--- config.mk ---
export PLATFORM = sky130hd
export DESIGN_NAME = tone_beat_divider
export DESIGN_NICKNAME = d
export VERILOG_FILES = /design/src/rtl/tbd_pkg.sv /design/src/rtl/tbd_mode_track.sv /design/src/rtl/tbd_counter.sv /design/src/rtl/tbd_out_stage.sv /design/src/rtl/tone_beat_divider.sv
export SDC_FILE = /design/constraint.sdc
export NUM_CORES = 1
export LEC_CHECK = 0
export BUFFER_PORTS_ARGS = -buffer_cell sky130_fd_sc_hd__buf_4
export CAP_MARGIN = 15
export CORE_UTILIZATION = 40
export DETAILED_ROUTE_END_ITERATION = 6
export MAX_ROUTING_LAYER = met4
export PLACE_DENSITY_LB_ADDON = 0.05
export REMOVE_ABC_BUFFERS = 1
export SYNTH_ARGS = -nofsm -noshare
export SYNTH_HDL_FRONTEND = slang
export SYNTH_SLANG_ARGS = --single-unit
--- constraint.sdc ---
create_clock -name clk_osc -period 2.4 [get_ports clk_osc]
set_clock_uncertainty 0.2 [all_clocks]
set_input_delay 0.12 -clock clk_osc [delete_from_list [all_inputs] [get_ports clk_osc]]
set_output_delay 0.12 -clock clk_osc [all_outputs]
set_load 0.01 [all_outputs]
--- src/rtl/tbd_pkg.sv ---
// Shared types for the tone/beat divider.
package tbd_pkg;
    // Output interpretation selected by the mode input
    typedef enum logic {
        MODE_PITCH = 1'b0,
        MODE_BEAT  = 1'b1
    } tone_mode_e;
endpackage

--- src/rtl/tbd_mode_track.sv ---
// Holds the mode in force and flags a change requested on the input.
// Assumes mode_i is synchronous to clk.
module tbd_mode_track
    import tbd_pkg::*;
(
    input  logic       clk,
    input  logic       rst_n,
    input  logic       mode_i,
    output tone_mode_e mode_q,
    output logic       mode_chg
);
    // Requested mode differs from the held one
    always_comb mode_chg = (tone_mode_e'(mode_i) != mode_q);

    // Adopt the requested mode each cycle; reset to pitch
    always_ff @(posedge clk) begin
        if (!rst_n) mode_q <= MODE_PITCH;
        else        mode_q <= tone_mode_e'(mode_i);
    end
endmodule

--- src/rtl/tbd_counter.sv ---
// Up counter with a synchronous clear and an optional early wrap at
// WRAP_AT, decoded from the set bits of WRAP_AT in the incremented value.
// Assumes the counter is below WRAP_AT whenever wrap_en is active, which
// holds because entering the wrapping mode clears it.
module tbd_counter #(
    parameter int CNT_W   = 12,
    parameter int WRAP_AT = 3840
) (
    input  logic             clk,
    input  logic             rst_n,
    input  logic             clear,
    input  logic             wrap_en,
    output logic [CNT_W-1:0] cnt_q,
    output logic [CNT_W-1:0] cnt_d
);
    localparam logic [CNT_W-1:0] WRAP_MASK = CNT_W'(WRAP_AT);

    logic [CNT_W-1:0] inc;
    logic             wrap_hit;

    // Next value: clear, early wrap, or plain increment
    always_comb begin
        inc      = cnt_q + 1'b1;
        wrap_hit = wrap_en && ((inc & WRAP_MASK) == WRAP_MASK);
        if (clear || wrap_hit) cnt_d = '0;
        else                   cnt_d = inc;
    end

    // Counter register
    always_ff @(posedge clk) begin
        if (!rst_n) cnt_q <= '0;
        else        cnt_q <= cnt_d;
    end
endmodule

--- src/rtl/tbd_out_stage.sv ---
// Registered speaker drive: a tap bit in pitch mode, or a window on the
// counter start in beat mode. It works from the counter's next value, so
// the output lines up with the counter register.
module tbd_out_stage #(
    parameter int CNT_W     = 12,
    parameter int TAP_BIT   = 5,
    parameter int PULSE_LEN = 16
) (
    input  logic             clk,
    input  logic             rst_n,
    input  logic             beat_sel,
    input  logic [CNT_W-1:0] cnt_d,
    output logic             spk_q
);
    localparam logic [CNT_W-1:0] PULSE_LIM = CNT_W'(PULSE_LEN);

    logic pulse_win;

    // Beat window; a zero length gives no pulse at all
    generate
        if (PULSE_LEN > 0) begin : g_pulse
            always_comb pulse_win = (cnt_d < PULSE_LIM);
        end else begin : g_nopulse
            always_comb pulse_win = 1'b0;
        end
    endgenerate

    // Register the selected source
    always_ff @(posedge clk) begin
        if (!rst_n) spk_q <= 1'b0;
        else        spk_q <= beat_sel ? pulse_win : cnt_d[TAP_BIT];
    end
endmodule

--- src/rtl/tone_beat_divider.sv ---
// Divides the synthesized oscillator by 64 (pitch, Hz = N) or by 3840
// (metronome, BPM = N) with one shared counter.
// Assumes clk_osc runs at 64*N Hz, and that PITCH_DIV is a power of two
// no larger than 2**CNT_W.
module tone_beat_divider #(
    parameter int CNT_W     = 12,
    parameter int PITCH_DIV = 64,
    parameter int BEAT_DIV  = 3840,
    parameter int PULSE_LEN = 16
) (
    input  logic                         clk_osc,
    input  logic                         rst_n,
    input  logic                         beat_mode,
    output logic                         spk_out,
    output logic [$clog2(PITCH_DIV)-1:0] test_low,
    output logic                         test_msb
);
    import tbd_pkg::*;

    localparam int TAP_BIT = $clog2(PITCH_DIV) - 1;

    tone_mode_e       mode_q;
    logic             mode_chg;
    logic [CNT_W-1:0] cnt_q;
    logic [CNT_W-1:0] cnt_d;

    tbd_mode_track u_mode (
        .clk      (clk_osc),
        .rst_n    (rst_n),
        .mode_i   (beat_mode),
        .mode_q   (mode_q),
        .mode_chg (mode_chg)
    );

    tbd_counter #(
        .CNT_W   (CNT_W),
        .WRAP_AT (BEAT_DIV)
    ) u_cnt (
        .clk     (clk_osc),
        .rst_n   (rst_n),
        .clear   (mode_chg),
        .wrap_en (mode_q == MODE_BEAT),
        .cnt_q   (cnt_q),
        .cnt_d   (cnt_d)
    );

    tbd_out_stage #(
        .CNT_W     (CNT_W),
        .TAP_BIT   (TAP_BIT),
        .PULSE_LEN (PULSE_LEN)
    ) u_out (
        .clk      (clk_osc),
        .rst_n    (rst_n),
        .beat_sel (beat_mode),
        .cnt_d    (cnt_d),
        .spk_q    (spk_out)
    );

    // Test visibility of the counter
    always_comb begin
        test_low = cnt_q[TAP_BIT:0];
        test_msb = cnt_q[CNT_W-1];
    end
endmodule

==> impl_metrics.csv <==
group,metric,value,unit
status,status,"complete, no violations",
clocking,postCtsSetupRepairBufs,0,
synthesis,syn_inst,98,
synthesis,synth_commonest_cells,"15 x nor2_1, 14 x dfxtp_1, 7 x nand3_1",
detailed_routing,vias_per_cell,5.423,
worst_setup_path,path_max_fanout,7,
global_route,grt-ovfl-total,0,
worst_setup_path,arrival,2140,ps
clocking,ctsResizeCount,0,
die,die_w,46.85,um
min_path,holdCritPathClass,"reg -> reg",
detailed_routing,remaining_drc_errors,0,
clocking,cts_buffers,3,
worst_setup_path,end_kind,"flop",
detailed_routing,first_iter_violations,21,
worst_setup_path,crit_type,"reg -> reg",
sta,fin_tns_setup,0,ps
sta,finalCriticalPeriod,2153,ps
synthesis,synth_ff_type,"dfxtp_1",
clocking,root_buffer,"clkbuf_4",
synthesis,async_flop_share,0,%
synthesis,synth_seq_area_share,34.84,%
die,core,1802,sq um
sta,rsz0062_at_grt,"false",
worst_setup_path,cp-start-kind,"flop",
layout,multiInputGateArea,444.2,sq um
clocking,clockBufferDepth,2,
detailed_routing,vias,705,
die,initial_core_util,44.65,%
sta,setup_violations,0,
sta,max_slew_margin,75.49,%
detailed_routing,antenna_left,0,
synthesis,synth-seq-cells,14,
power_and_ir_drop,cellLeakagePower,0.3506,nW
sta,max_freq,464.4,MHz
synthesis,synth_top_area_cell,"dfxtp_1",
clocking,cts.sinks,14,
placed_design,postPlaceCellArea,849.6,sq um
layout,nFillCells,199,
layout,nNetsFinal,110,
synthesis,synthTopCellsByArea,"dfxtp_1 35%, nor2_1 7.0%, xor2_1 6.5%",
die,die_h,46.85,um
sta,worstMarginPinSlew,364.9,ps
clocking,clk_pin_slew,90,ps
synthesis,synth_top_area_share,34.84,%
sta,period_share,89.72,%
global_route,grt_pass1_vias,610,
clocking,ctsHoldBuffers,3,
synthesis,ys_types,35,
worst_setup_path,worstPathRequired,2380,ps
global_route,grt_first_pass_wirelength,2670,um
layout,area.growth.synth_to_final,13.84,%
layout,seqCellArea,280.3,sq um
placed_design,io_buffers,10,
layout,finish.instance_area,915.9,sq um
die,die_area,2194,sq um
job,drv_cap,0,
sta,slew_violations,0,
die,pin_count,11,
layout,antennaDiodeCount,0,
die,rows,15,
power_and_ir_drop,power_density,485.7,nW/um^2
synthesis,synth_edf_count,0,
global_route,grtUsageTotal,17.75,%
detailed_routing,dr.pass1.iters,5,
sta,holdWs,304.6,ps
global_route,grt_antenna_before_repair,0,
clocking,ctsHtreeMaxLevel,1,
clocking,worstSkewPairLatency,280,ps
synthesis,synth_area,804.5,sq um
placed_design,dp_hpwl,1135,um
power_and_ir_drop,peakVddDrop,0.2372,mV
detailed_routing,avgRoutedWirePerCell,11.92,um
clocking,tritoncts,"yes",
synthesis,yosysMostFrequentCell,"nor2_1",
detailed_routing,wl,1550,um
power_and_ir_drop,power,0.4448,mW
placed_design,place_congestion,0.8346,
layout,drive_gt1_share,17.14,%
sta,hold_viol,0,
synthesis,syn_area_per_cell,8.209,sq um
synthesis,synth_warnings,0,
global_route,grt_max_degree,10,
## cells in the final DEF, fill, tap and decap left out, types with 2 or more instances in the layout
cell type,n
nor2_1,15
dfxtp_1,14
buf_4,11
nand3_1,7
xor2_1,6
nand2_1,5
xnor2_1,5
nand4_1,3
inv_1,3
or3_1,3
clkbuf_4,3
dlygate4sd3_1,3
and4_1,2
nor2b_1,2
nor3_1,2
nand3b_1,2
## worst max-delay path, cell delays in order (launching register included)
cell	delay, ps
dfxtp_1	370
ha_1	280
nand2b_1	170
o32a_1	290
o22ai_1	220
a211o_1	280
buf_4	180
nor2_1	50
## area by class of cell
type                            count  area share [%]
Inverter                            3           1.230
Clock buffer                        4           3.962
Timing Repair Buffer               14           12.30
Sequential cell                    14           30.60
Multi-Input combinational cell     70           48.50
Tap cell                           25           3.415
## cell families after synthesis
| family | synth area share [%] |
|---|---|
| flops | 34.84 |
| buf+inv | 9.952 |
| xor+xnor | 11.97 |
| compound gates | 11.35 |
| simple gates | 30.33 |
| fa+ha+maj | 1.555 |
## path summary, 6_finish.rpt
check                  from              end  cells after the start  slack [ps]
max reg2reg  u_cnt.cnt_q[0]  u_cnt.cnt_q[11]                      7         250
min reg2reg  u_cnt.cnt_q[0]   u_cnt.cnt_q[0]                      1         300
min          u_cnt.cnt_q[0]   u_cnt.cnt_q[0]                      1         300
max          u_cnt.cnt_q[0]  u_cnt.cnt_q[11]                      7         250
## through the flow
| step | utilization (%) | setup slack, ps | instances |
|---|---|---|---|
| 2_1_floorplan | - | 354.1 | 87 |
| 3_3_place_gp | 47.15 | 299.0 | 123 |
| 3_5_place_dp | 47.15 | 296.2 | 123 |
| 5_1_grt | 50.83 | 90.29 | 130 |
| 4_1_cts | 50.83 | 250.3 | 130 |
| 6_report | 50.83 | 246.8 | 130 |
## sequential cells by signal, indices dropped and copies added, names as in the netlist
name,cells
u_out.spk_q,1
u_mode.mode_q,1
u_cnt.cnt_q,12
## power breakdown
| group | switching [mW] | internal, mW |
|---|---|---|
| clock network | 0.0803 | 0.0923 |
| logic | 0.0147 | 0.0162 |
| registers | 0.00492 | 0.236 |
## routing by layer
metal / global-route usage, % / part of all wire, % / wire length [um] / up-vias
met2: 25.00 / 44 / 681 / 23
met1: 23.56 / 49 / 763 / 332
met4: 8.000 / 1.5 / 24 / 0
li1: - / - / - / 346
met5: - / 0 / 0 / -
met3: 4.615 / 5.2 / 80 / 4
Note: power is estimated with default switching activity, not from simulation.
